File: src/rtl/lfc_pkg.sv
package lfc_pkg;
  localparam int REL_MAX = 48;
  localparam int WAIT_MAX = 200;
  localparam int REL_W = $clog2(REL_MAX + 1);
  localparam int WAIT_W = $clog2(WAIT_MAX + 1);

  function automatic logic [REL_W-1:0] release_target(input logic [1:0] code);
    case (code)
      2'b00: release_target = REL_W'(48);
      2'b01: release_target = REL_W'(12);
      2'b10: release_target = REL_W'(6);
      default: release_target = REL_W'(3);
    endcase
  endfunction

  function automatic logic [WAIT_W-1:0] wait_limit(input logic [1:0] code);
    wait_limit = WAIT_W'(25) << code;
  endfunction
endpackage

File: src/rtl/lfc_release_counter.sv
module lfc_release_counter
  import lfc_pkg::*;
(
  input  logic       clk,
  input  logic       rst_n,
  input  logic       fault,
  input  logic       strobe,
  input  logic [1:0] sel,
  output logic       error_q
);
  logic [REL_W-1:0] cnt_q, target_q;
  logic             hit;

  assign hit = strobe && (cnt_q + REL_W'(1) == target_q);

  always_ff @(posedge clk) begin
    if (!rst_n) begin
      error_q  <= 1'b1;
      cnt_q    <= '0;
      target_q <= release_target(2'b00);
    end else if (fault) begin
      error_q  <= 1'b1;
      cnt_q    <= '0;
      target_q <= release_target(sel);
    end else if (error_q && strobe) begin
      if (hit) begin
        error_q <= 1'b0;
        cnt_q   <= '0;
      end else begin
        cnt_q <= cnt_q + REL_W'(1);
      end
    end
  end


  a_r1_fault_sets_error: assert property (@(posedge clk) disable iff (!rst_n)
    fault |=> error_q);

  a_r3_fault_clears_count: assert property (@(posedge clk) disable iff (!rst_n)
    fault |=> cnt_q == '0);

  a_r2_count_below_target: assert property (@(posedge clk) disable iff (!rst_n)
    cnt_q < target_q);
  a_r2_release_on_strobe: assert property (@(posedge clk) disable iff (!rst_n)
    $fell(error_q) |-> $past(strobe) && !$past(fault));
endmodule

File: src/rtl/lfc_wait_timer.sv
module lfc_wait_timer
  import lfc_pkg::*;
(
  input  logic       clk,
  input  logic       rst_n,
  input  logic       locked,
  input  logic       tick,
  input  logic [1:0] sel,
  output logic       expired_q
);
  logic [WAIT_W-1:0] cnt_q, limit_q;

  always_ff @(posedge clk) begin
    if (!rst_n) begin
      cnt_q     <= '0;
      expired_q <= 1'b0;
      limit_q   <= wait_limit(2'b00);
    end else if (locked) begin
      cnt_q     <= '0;
      expired_q <= 1'b0;
      limit_q   <= wait_limit(sel);
    end else if (tick && !expired_q) begin
      if (cnt_q + WAIT_W'(1) == limit_q) expired_q <= 1'b1;
      cnt_q <= cnt_q + WAIT_W'(1);
    end
  end


  a_r5_lock_clears_timer: assert property (@(posedge clk) disable iff (!rst_n)
    locked |=> !expired_q && cnt_q == '0);

  a_r4_expire_on_tick: assert property (@(posedge clk) disable iff (!rst_n)
    $rose(expired_q) |-> $past(tick) && !$past(locked));
endmodule

File: src/rtl/lock_fallback_ctrl.sv
module lock_fallback_ctrl (
  input  logic       clk,
  input  logic       rst_n,
  input  logic       rx_locked,
  input  logic       rate_fault,
  input  logic       preamble_b,
  input  logic       ms_tick,
  input  logic [1:0] wait_sel,
  input  logic [1:0] release_sel,
  output logic       error_flag,
  output logic       src_adc
);
  logic fault;
  logic wait_done;
  logic src_q;

  assign fault = !rx_locked || rate_fault;

  lfc_release_counter u_release (
    .clk(clk), .rst_n(rst_n), .fault(fault), .strobe(preamble_b),
    .sel(release_sel), .error_q(error_flag)
  );

  lfc_wait_timer u_wait (
    .clk(clk), .rst_n(rst_n), .locked(rx_locked), .tick(ms_tick),
    .sel(wait_sel), .expired_q(wait_done)
  );

  always_ff @(posedge clk) begin
    if (!rst_n)                         src_q <= 1'b0;
    else if (wait_done && !rx_locked)   src_q <= 1'b1;
    else if (rx_locked && !error_flag)  src_q <= 1'b0;
  end

  assign src_adc = src_q;


  a_r4_switch_needs_unlock: assert property (@(posedge clk) disable iff (!rst_n)
    $rose(src_q) |-> $past(wait_done) && !$past(rx_locked));

  a_r6_return_needs_release: assert property (@(posedge clk) disable iff (!rst_n)
    $fell(src_q) |-> $past(rx_locked) && !$past(error_flag));
endmodule

File: config.mk
export PLATFORM = sky130hd
export DESIGN_NAME = lock_fallback_ctrl
export DESIGN_NICKNAME = d
export VERILOG_FILES = /design/src/rtl/lfc_pkg.sv /design/src/rtl/lfc_release_counter.sv /design/src/rtl/lfc_wait_timer.sv /design/src/rtl/lock_fallback_ctrl.sv
export SDC_FILE = /design/constraint.sdc
export NUM_CORES = 1
export LEC_CHECK = 0
export ABC_AREA = 0
export CAP_MARGIN = 40
export CELL_PAD_IN_SITES_DETAIL_PLACEMENT = 2
export CELL_PAD_IN_SITES_GLOBAL_PLACEMENT = 2
export CORE_MARGIN = 1.5
export CORE_UTILIZATION = 38
export CTS_BUF_LIST = sky130_fd_sc_hd__clkbuf_8 sky130_fd_sc_hd__clkbuf_16
export DETAILED_ROUTE_END_ITERATION = 6
export PLACE_DENSITY_LB_ADDON = 0.1
export SLEW_MARGIN = 20
export SYNTH_ARGS = -nofsm -noshare
export SYNTH_HDL_FRONTEND = slang
export SYNTH_SLANG_ARGS = --single-unit
File: constraint.sdc
create_clock -name clk -period 3.65 [get_ports clk]
set_input_delay 0.73 -clock clk [delete_from_list [all_inputs] [get_ports clk]]
set_output_delay 0.73 -clock clk [all_outputs]
set_load 0.02 [all_outputs]
==> flow_summary.toml <==
[outcome]
outcome = "completed"

[yosys]
synth_edf_count = 0
yosysUniqueCellTypes = 41
ys_seq_elements = 30
yosysWarnings = 0
yosysMostFrequentCell = "dfxtp_1"
synth_xor_area_share_pct = 12.69
synthDominantCellAreaShare_pct = 34.02
synth_cells = 209
ys_seq_area_share_pct = 34.02
mappedNetlistArea_mm2 = 0.001765
synth-compound-area-share_pct = 11.48
syn_avg_cell_area_um2 = 8.447
synth-main-ff-cell = "dfxtp_1"
synth_top_family_by_area = "simple AND/OR/NAND/NOR gates"
synthTopCellsByCount = "30 x dfxtp_1, 28 x nand2_1, 15 x nor2_1"
synth.area.top_cells = "dfxtp_1 34%, ha_1 7.1%, xnor2_1 6.4%"
syn_nets = 229
synthMuxAreaShare_pct = 3.402
yosys.area_share.adder_pct = 7.087
async_reset_ff_share_pct = 0
yosys.area_share.simple_pct = 26.51
synth_top_area_cell = "dfxtp_1"

[grt]
overflow = 0
grt_max_degree = 16
grt_pass1_vias = 1578
grt_usage_pct = 19.58
grt_pass1_wl_um = 7741
antenna_found_initial = 0

[floorplan]
die_area_mm2 = 0.005064
core_area_mm2 = 0.004414
fp.dieW_um = 71.16
start_util_pct = 39.99
die_h_um = 71.16
placementRows = 24
ioPinCount = 12

[sta]
finalSetupTns_ns = 0
finClkSkew_ns = 0.003191
finalMaxSlewViolations = 0
fmax_mhz = 408.6
period_share_pct = 67.04
hold_ws_ns = 0.5001
worstMarginPinSlew_ns = 0.5066
hold_viol = 0
finalSetupViolCount = 0
slew_headroom_pct = 66.16
rsz0062_at_grt = "no"
min_period_ns = 2.447

[critical_path]
worstPathArrival_ns = 2.65
required_ns = 3.86
critical_path.startpoint_type = "input pin"
end_kind = "flip-flop"
r2r_cells = 6
rrSetupSlack_ns = 1.61
reg2reg_from = "u_release.cnt_q[0]$_SDFFE_PP0P_"
worstReg2RegEnd = "u_release.cnt_q[4]$_SDFFE_PP0P_"
crit_path_max_fanout = 15
critical_path_class = "in2reg"

[power_and_ir_drop]
power.share.sequential_pct = 52.2
p_sw_share_pct = 25.15
p_int_w = 0.0004989
clkPwrFrac_pct = 36.7
ir_drop_mv = 0.1791
total_leakage_power_nw = 0.7791
comb_power_share_pct = 11.2
power.density_mw_per_mm2 = 338.5
switchingPower_w = 0.0001677

[drt]
wl_um = 4541
vias_per_cell = 5.450
num_vias = 1466
dr.pass1.iters = 4
route.detailed.drc = 0
ant_nets = 0
avgRoutedWirePerCell_um = 16.88
drtIter0Drc = 59

[cts]
post_cts_buffers = 0
worst_skew_pair.late_latency_ns = 0.28
ctsRootBufferMaster = "clkbuf_8"
cts_tree = "yes"
ctsResizeCount = 0
cts-buffers-inserted = 5
cts.sinks = 30
cts_max_level = 2
cts_buffer_depth = 2
clk_pin_slew_ns = 0.06
cts_hold_buf = 0

[finish]
antenna_cells = 0
area_growth_pct = 11.55
layout-drive-gt1-share_pct = 5.991
nets = 237
layout.cells.non_filler = 269

[placement]
place_congestion = 0.7492
dp.cells = 262
portBuffers = 11
hpwlAfterDp_um = 3549

[job]
drv_cap = 0

[worst_hold_path]
hp-start = "u_wait.limit_q[6]$_SDFFE_PN0P_"
hold_depth = 2
whs_endpoint = "u_wait.limit_q[6]$_SDFFE_PN0P_"
worstHoldPathType = "reg2reg"
final cells by class:
cell class | instances | area, µm²
Multi-Input combinational cell | 161 | 1080
Timing Repair Buffer | 13 | 125.1
Inverter | 6 | 22.52
Fill cell | 505 | 2445
Sequential cell | 30 | 600.6
Tap cell | 52 | 65.06
Clock inverter | 2 | 7.507
Clock buffer | 5 | 68.82
cell families after synthesis:
family,Yosys count
flops,30
xor+xnor,24
compound gates,30
fa+ha+maj,10
buf+inv,18
mux,6
simple gates,91
registers in the layout, summed over array words and instances, names as in the netlist:
signal and count:
src_adc 1, u_release.cnt_q 6, u_release.error_q 1, u_release.target_q 5
u_wait.cnt_q 8, u_wait.expired_q 1, u_wait.limit_q 8
critical path, stage by stage:
cell             delay, ns
clkdlybuf4s50_1       0.45
buf_4                 0.20
nor2b_1               0.44
nand2_1               0.28
or3_1                 0.42
a21oi_1               0.12
worst max-delay path by stage:
| stage | startpoint | end | slack [ns] |
|---|---|---|---|
| 2_1_floorplan | u_release.cnt_q[1]$_SDFFE_PP0P_ | u_release.cnt_q[2]$_SDFFE_PP0P_ | 1.91 |
| 3_3_place_gp | rx_locked | u_release.cnt_q[2]$_SDFFE_PP0P_ | 1.02 |
| 3_5_place_dp | rx_locked | u_release.cnt_q[2]$_SDFFE_PP0P_ | 0.86 |
| 4_1_cts | rx_locked | u_release.cnt_q[2]$_SDFFE_PP0P_ | 1.17 |
| 5_1_grt | rx_locked | u_release.cnt_q[3]$_SDFFE_PP0P_ | 1.05 |
| 6_report | rx_locked | u_release.cnt_q[2]$_SDFFE_PP0P_ | 1.20 |
per-stage QoR:
stage | power [W] | util (%) | setup WS (ns) | instance area (µm²)
after floorplan | 0.0003998 | - | 1.905 | 1765
after CTS | 0.0006763 | 44.61 | 1.173 | 1969
after detailed placement | 0.0004302 | 42.89 | 0.8621 | 1893
after global routing | 0.0007016 | 44.61 | 1.051 | 1969
after global placement | 0.0004238 | 42.89 | 1.023 | 1893
final | 0.0006666 | 44.61 | 1.203 | 1969
routing by layer:
layer | track usage [%] | vias up | wire (µm) | share of wire (%)
li1 | - | 730 | - | -
met1 | 22.98 | 719 | 1925 | 42
met2 | 35.70 | 12 | 2452 | 54
met3 | 4.416 | 5 | 113 | 2.5
met4 | 5.031 | 0 | 49 | 1.1
met5 | 0 | - | 0 | 0
placed cells by master (no fill, tap or decap), drive strengths merged, types with 2 or more instances in the layout:
cell type	Yosys	layout
clkbuf	9	5
a21oi	6	6
nand3	8	8
xor2	10	10
nor3b	2	2
ha	10	10
nand4	8	8
dfxtp	30	30
xnor2	13	13
mux2i	6	6
o22ai	3	3
buf	1	2
nand2	28	28
and2	4	4
nor3	2	2
nor2	15	15
clkdlybuf4s50	0	11
inv	6	8
nor2b	7	7
and3	5	5
o21ai	7	7
or3	4	4
nand2b	5	5
a21boi	5	5
power groups by stage:
stage          sequential (W)  clock, W  combinational (W)
2_1_floorplan        0.000351         0          0.0000487
3_3_place_gp         0.000355         0          0.0000693
3_5_place_dp         0.000355         0          0.0000749
4_1_cts              0.000348  0.000252          0.0000760
5_1_grt              0.000349  0.000270          0.0000827
6_report             0.000348  0.000244          0.0000743
(Power assumes the default switching activity.)
